## src/rtl/irq_ctl_pkg.sv

```systemverilog
package irq_ctl_pkg;

  localparam int CTL_W = 8;

  typedef struct packed {
    logic gate_a;   // global enable / high-priority enable
    logic gate_b;   // peripheral enable / low-priority enable
    logic tmr_en;
    logic ext_en;
    logic pc_en;
    logic tmr_f;
    logic ext_f;
    logic pc_f;
  } ctl_t;

  function automatic logic flag_next(input logic cur, input logic wr,
                                     input logic wbit, input logic set);
    return (wr ? wbit : cur) | set;
  endfunction

  function automatic logic local_pending(input ctl_t r);
    return (r.tmr_en & r.tmr_f) | (r.ext_en & r.ext_f) | (r.pc_en & r.pc_f);
  endfunction

  function automatic logic req_hi(input ctl_t r, input logic prio,
                                  input logic preq, input logic phi);
    logic per_part;
    per_part = prio ? (preq & phi) : (preq & r.gate_b);
    return r.gate_a & (local_pending(r) | per_part);
  endfunction

  function automatic logic req_lo(input ctl_t r, input logic prio,
                                  input logic preq, input logic phi);
    return prio & r.gate_a & r.gate_b & preq & ~phi;
  endfunction

endpackage

```

## src/rtl/irq_edge_sync.sv

```systemverilog
module irq_edge_sync #(
  parameter int STAGES = 2
) (
  input  logic clk,
  input  logic rst_n,
  input  logic pin_i,
  output logic rise_o
);
  localparam int DW = STAGES + 1;

  logic [DW-1:0] shreg;

  always_ff @(posedge clk) begin
    if (!rst_n) shreg <= '0;
    else        shreg <= {shreg[DW-2:0], pin_i};
  end

  assign rise_o = shreg[STAGES-1] & ~shreg[STAGES];
endmodule

```

## src/rtl/irq_port_watch.sv

```systemverilog
module irq_port_watch #(
  parameter int NPINS = 4
) (
  input  logic             clk,
  input  logic             rst_n,
  input  logic [NPINS-1:0] pins_i,
  input  logic             rd_i,
  output logic             changed_o
);
  logic [NPINS-1:0] copy_q;
  logic [NPINS-1:0] diff;

  always_ff @(posedge clk) begin
    if (!rst_n)    copy_q <= '0;
    else if (rd_i) copy_q <= pins_i;
  end

  genvar gi;
  generate
    for (gi = 0; gi < NPINS; gi++) begin : g_cmp
      assign diff[gi] = pins_i[gi] ^ copy_q[gi];
    end
  endgenerate

  assign changed_o = |diff;
endmodule

```

## src/rtl/irq_req_logic.sv

```systemverilog
module irq_req_logic
  import irq_ctl_pkg::*;
(
  input  ctl_t ctl_i,
  input  logic prio_i,
  input  logic preq_i,
  input  logic phi_i,
  output logic hi_o,
  output logic lo_o
);
  always_comb begin
    hi_o = req_hi(ctl_i, prio_i, preq_i, phi_i);
    lo_o = req_lo(ctl_i, prio_i, preq_i, phi_i);
  end
endmodule

```

## src/rtl/irq_ctl_reg.sv

```systemverilog
module irq_ctl_reg
  import irq_ctl_pkg::*;
#(
  parameter int SYNC_STAGES = 2,
  parameter int PORT_PINS   = 4
) (
  input  logic                 clk,
  input  logic                 rst_n,
  input  logic                 prio_mode,
  input  logic                 bus_wr,
  input  logic [CTL_W-1:0]     bus_wdata,
  output logic [CTL_W-1:0]     bus_rdata,
  input  logic                 tmr_ovf,
  input  logic                 ext_pin,
  input  logic [PORT_PINS-1:0] port_pins,
  input  logic                 port_rd,
  input  logic                 per_req,
  input  logic                 per_hi,
  output logic                 irq_hi,
  output logic                 irq_lo
);
  localparam int NFLAGS = 3;

  ctl_t ctl_q, ctl_d, wr_view;

  // named internal events
  logic ev_tmr, ev_ext, ev_pc;
  logic [NFLAGS-1:0] ev_vec, flag_cur, flag_wr, flag_nxt;

  assign ev_tmr = tmr_ovf;

  irq_edge_sync #(.STAGES(SYNC_STAGES)) u_sync (
    .clk(clk), .rst_n(rst_n), .pin_i(ext_pin), .rise_o(ev_ext)
  );

  irq_port_watch #(.NPINS(PORT_PINS)) u_watch (
    .clk(clk), .rst_n(rst_n), .pins_i(port_pins), .rd_i(port_rd),
    .changed_o(ev_pc)
  );

  assign wr_view  = ctl_t'(bus_wdata);
  assign ev_vec   = {ev_tmr, ev_ext, ev_pc};
  assign flag_cur = {ctl_q.tmr_f, ctl_q.ext_f, ctl_q.pc_f};
  assign flag_wr  = {wr_view.tmr_f, wr_view.ext_f, wr_view.pc_f};

  genvar fi;
  generate
    for (fi = 0; fi < NFLAGS; fi++) begin : g_flag
      assign flag_nxt[fi] = flag_next(flag_cur[fi], bus_wr, flag_wr[fi], ev_vec[fi]);
    end
  endgenerate

  always_comb begin
    ctl_d = ctl_q;
    if (bus_wr) begin
      ctl_d.gate_a = wr_view.gate_a;
      ctl_d.gate_b = wr_view.gate_b;
      ctl_d.tmr_en = wr_view.tmr_en;
      ctl_d.ext_en = wr_view.ext_en;
      ctl_d.pc_en  = wr_view.pc_en;
    end
    ctl_d.tmr_f = flag_nxt[2];
    ctl_d.ext_f = flag_nxt[1];
    ctl_d.pc_f  = flag_nxt[0];
  end

  always_ff @(posedge clk) begin
    if (!rst_n) ctl_q <= '0;
    else        ctl_q <= ctl_d;
  end

  assign bus_rdata = ctl_q;

  irq_req_logic u_req (
    .ctl_i(ctl_q), .prio_i(prio_mode), .preq_i(per_req), .phi_i(per_hi),
    .hi_o(irq_hi), .lo_o(irq_lo)
  );
endmodule

```

## config.mk

```make
export PLATFORM = sky130hd
export DESIGN_NAME = irq_ctl_reg
export DESIGN_NICKNAME = d
export VERILOG_FILES = /design/src/rtl/irq_ctl_pkg.sv /design/src/rtl/irq_edge_sync.sv /design/src/rtl/irq_port_watch.sv /design/src/rtl/irq_req_logic.sv /design/src/rtl/irq_ctl_reg.sv
export SDC_FILE = /design/constraint.sdc
export NUM_CORES = 1
export LEC_CHECK = 0
export BUFFER_PORTS_ARGS = -buffer_cell sky130_fd_sc_hd__buf_4
export CORE_AREA = 4 4 41 43
export CTS_BUF_LIST = sky130_fd_sc_hd__clkbuf_4
export CTS_CLUSTER_SIZE = 14
export DETAILED_ROUTE_END_ITERATION = 8
export DIE_AREA = 0 0 45 47
export HOLD_SLACK_MARGIN = 0.02
export PLACE_DENSITY = 0.8
export SYNTH_ARGS = -nofsm -noshare
export SYNTH_HDL_FRONTEND = slang
export SYNTH_SLANG_ARGS = --single-unit
```

## constraint.sdc

```tcl
create_clock -name clk -period 1.9 [get_ports clk]
set_clock_uncertainty 0.05 [all_clocks]
set_input_delay 0.38 -clock clk [delete_from_list [all_inputs] [get_ports clk]]
set_output_delay 0.38 -clock clk [all_outputs]
set_load 0.02 [all_outputs]
```

**After elaboration in Yosys (flattened, before gate mapping)**

Cells that the tools add are included.

- Latch bits: 0
- Register bits: 15
- Output and inout bits: 10
- Word-level logic and storage cells: 38
- Bits in read-only memories: 0
- Memories kept: 0
- Bits in writable memories: 0
- Input port bits: 21

- Shifts and indexed selects: 0
- Muxes and demuxes: 4
- Multipliers: 0
- $add $sub $neg: 0
- Magnitude comparators: 0
- Equality and inequality tests: 0
- Div/mod/pow operators: 0
- Reductions and logical operators: 1
- Bitwise gates (word level): 23

Operators with widths:

| kind | number |
|---|---|
| $and 1x1->1 | 11 |
| $or 1x1->1 | 6 |
| $mux 1 | 4 |
| $reduce_or 4->1 | 1 |
| $xor 1x1->1 | 4 |
| $not 1->1 | 2 |

**Longest topological paths before layout**

- Depth in word-level cells: 5
- Mapped depth: 4
- Depth with buffers taken out: 3

**Modules after synthesis**

Synthesis repeated with hierarchy kept, for this count alone.

- Cell total of the unflattened synthesis: 57
- Area, all modules: 661.9 µm²

By module, submodules not included:

| module | area an instance (µm²) | cells an instance | times used | sequential area each (µm²) |
|---|---|---|---|---|
| irq_ctl_reg | 320.3 | 25 | 1 | 160.2 |
| irq_port_watch | 197.7 | 18 | 1 | 80.1 |
| irq_edge_sync | 92.6 | 7 | 1 | 60.1 |
| irq_req_logic | 51.3 | 7 | 1 | 0.0 |

**Worst setup path after synthesis**

OpenSTA, ideal clock, no wires.

- Path type: register to output
- From: register ctl_q (netlist bit bus_rdata[6])
- To: output port irq_lo
- Path slack: 260 ps
- Data required time: 1470 ps
- Arrival: 1210 ps
- Buffers on the path: 0
- Cell stages (with the launch flop): 2
- Cell sequence: dfxtp_1 -> nor4bb_1

- Word-level cells in the longest chain between the ends: 3

RTL lines:

| element | RTL line | text |
|---|---|---|
| from (decl) | irq_ctl_reg.sv:24 | `ctl_t ctl_q, ctl_d, wr_view;` |
| from (signal assigned) | irq_ctl_reg.sv:69 | `else ctl_q <= ctl_d;` |
| $and 1x1->1 (3 in a row) | irq_ctl_pkg.sv:34 | `return prio & r.gate_a & r.gate_b & preq & ~phi;` |
| to (decl) | irq_ctl_reg.sv:20 | `output logic irq_lo` |

Every way passes these cells.

**Worst setup path after layout**

- From: register ctl_q (netlist bit bus_rdata[1])
- To: output port irq_hi

- Word-level cells in the longest chain between the ends: 5

RTL lines:

| element | RTL line | text |
|---|---|---|
| $and 1x1->1 | irq_ctl_pkg.sv:22 | `return (r.tmr_en & r.tmr_f) \| (r.ext_en & r.ext_f) \| (r.pc_en & r.pc_f);` |
| $or 1x1->1 (2 in a row) | irq_ctl_pkg.sv:22 |  |
| $or 1x1->1 | irq_ctl_pkg.sv:29 | `return r.gate_a & (local_pending(r) \| per_part);` |
| $and 1x1->1 | irq_ctl_pkg.sv:29 |  |
| to (decl) | irq_ctl_reg.sv:19 | `output logic irq_hi,` |

Every way passes these cells.

==> summary.txt <==
Synthesized Nets: 80
DIE WIDTH: 45 um
Layout area overhead: 41.1%
Leakage Power: 0.000427 uW
status: finished clean
Die Ht: 47 um
H-tree lvl count: 1
clock share of power: 0.280
Post-Synthesis Cells: 59
CTS tree: yes
Critical Path RT: 1470 ps
min setup slack post-route: 222 ps
IO Pins: 31
Peak VDD IR: 0.000408 V
RSZ-0062 raised after global routing: false
Critical Path Max Stage Delay: 360 ps
routability cong.: 0.676
Mean Syn Cell Area: 10.3 um^2
GR met2 Demand/Resource: 0.215
GRT Overall Usage: 0.128
Most Crowded Layer GR: met2
crit end category: output pin
top-area cell type share of the netlist area: 0.493
Crit Path Category: reg2out
placeable core area: 0.00130 mm^2
Logic pwr share: 0.181
pre-CTS setup slack: 385 ps
# port buffers: 30
PD cells: 746 mW/mm^2
number of global-route vias before repair: 482
fin crit share: 0.883
Worst Tran Pin Value: 355 ps
post-synthesis sequential area ratio: 0.493
Cell Count Post-Placement: 101
initial antenna violation count: 0
GR Util met3: 0.0383
total wire length: 1240 um
Starting Density: 0.468
Hold Vio Cnt, Final: 0
Max Cap Viol: 0
sw frac: 0.256
area post-placement: 832 um^2
1st-iter DRT viols: 5
root buffer cell: clkbuf_4
Yosys top cell by area: dfxtp_1
routed vias/inst: 4.86
WL/cell: 11.8 um
Nets: 112
Synth Warn #: 0
largest net degree at the start of global routing: 13
Setup crit start kind: register
vias post-DR: 510
crit path cell chain: a222oi_1 > a21boi_1 > buf_4
largest cells by area after synthesis: dfxtp_1 (49%), mux2i_1 (18%), nor2_1 (6.2%)
total grt overflow: 0
DRC Markers: 0
Detail Route Antenna Nets: 0
First-pass DRT Iterations: 4
# resized after CTS: 0
clock-pin slew of the registers on the worst-case setup and hold paths: 80 ps
Final Max Slew Viols: 0
first-pass GRT wire length: 1970 um
CP max FO: 3
Power Internal: 477 uW
Longest Clk Path Bufs: 2
Synth cell types: 21
post-route cell area: 860 um^2
Crit-path slowest cell: a222oi_1
Slew HR: 0.763
synthesis-stage register bit count: 15
post-CTS setup buffer count: 0
share of cells above drive strength 1: 0.389
Min Clock Period, post-route: 1680 ps
mapped cell area: 609 um^2
hold buffers post-CTS: 0
final setup fails: 0
commonest non-fill, non-tap cell in the layout: buf_4
CP arrival: 1250 ps
M1 GR Usage: 0.145
Die ar.: 0.00212 mm^2
Site Rows: 13
most frequent cells in the layout: buf_4 (30), dfxtp_1 (15), mux2i_1 (11)
# clock sinks: 15
Max Clock Freq: 0.596 GHz
sequential share of power: 0.538
Hold Path Class: in2reg
ant diodes: 0
final cell count without fillers: 105
Psw: 164 uW
total negative slack: 0 ps
TritonCTS Buffers: 3
Skew-Pair Late Insertion Delay: 280 ps
worst max-delay path, delay by kind of cell, from the launching register on:
family                 cells  cell delay [ps]
AO/OA/AOI/OAI              2              470
buffers and inverters      1              170
flip-flops                 1              330
cell usage after synthesis:
cell      count
a211oi_1      1
a21boi_1      1
a21oi_1       1
a222oi_1      1
a31oi_1       1
and2_1        3
buf_2         1
buf_6         1
clkbuf_2      1
dfxtp_1      15
inv_1         1
mux2_2        1
mux2i_1      11
nand2_1       2
nand2b_1      1
nor2_1       10
nor2b_1       1
nor3_1        1
nor4bb_1      1
xnor2_1       1
xor2_1        3
path summary, 6_finish.rpt:
check                                  startpoint              end  slack, ps  cells past startpoint
worst max-delay path                 bus_rdata[1]           irq_hi        220                      3
worst min-delay path                      ext_pin  u_sync.shreg[0]        260                      2
worst max register to register  u_watch.copy_q[0]     bus_rdata[0]        970                      3
worst min register to register    u_sync.shreg[0]  u_sync.shreg[1]        400                      1
flip-flops by register name, indices dropped and copies added, names as in the netlist:
signal and count:
u_watch.copy_q 4, u_sync.shreg 3, bus_rdata 8
routing by layer:
layer  vias up  wire length, um
met5         -                0
met4         0               13
met3         2              198
met1       219              477
li1        260                -
met2        29              551
cell type report:
class	instances	area, um^2
repair buffers	30	225
well taps	15	18.8
flip-flops and latches	15	300
multi-input cells	40	284
clock inverters	1	5.00
inverters	1	3.75
fillers	135	442
clock buffers	3	22.5
cell families after synthesis:
family | after synthesis | synth area share
buf+inv | 4 | 0.0410
xor+xnor | 4 | 0.0575
simple gates | 19 | 0.150
flops | 15 | 0.493
compound gates | 5 | 0.0596
mux | 12 | 0.199
power groups by stage:
stage | Sequential [uW] | Combinational, uW | Clock (uW)
after floorplan | 364 | 49.1 | 0
after global placement | 352 | 115 | 0
after detailed placement | 353 | 118 | 0
after CTS | 346 | 118 | 183
after global routing | 348 | 128 | 195
final | 345 | 116 | 180
metrics by stage:
stage          utilization  power, uW  hold slack, ps
2_1_floorplan            -        413             362
3_3_place_gp         0.639        467             365
3_5_place_dp         0.639        471             376
4_1_cts              0.661        647             253
5_1_grt              0.661        671             263
6_report             0.661        642             256
No activity file was read; power rests on OpenSTA's default activity.
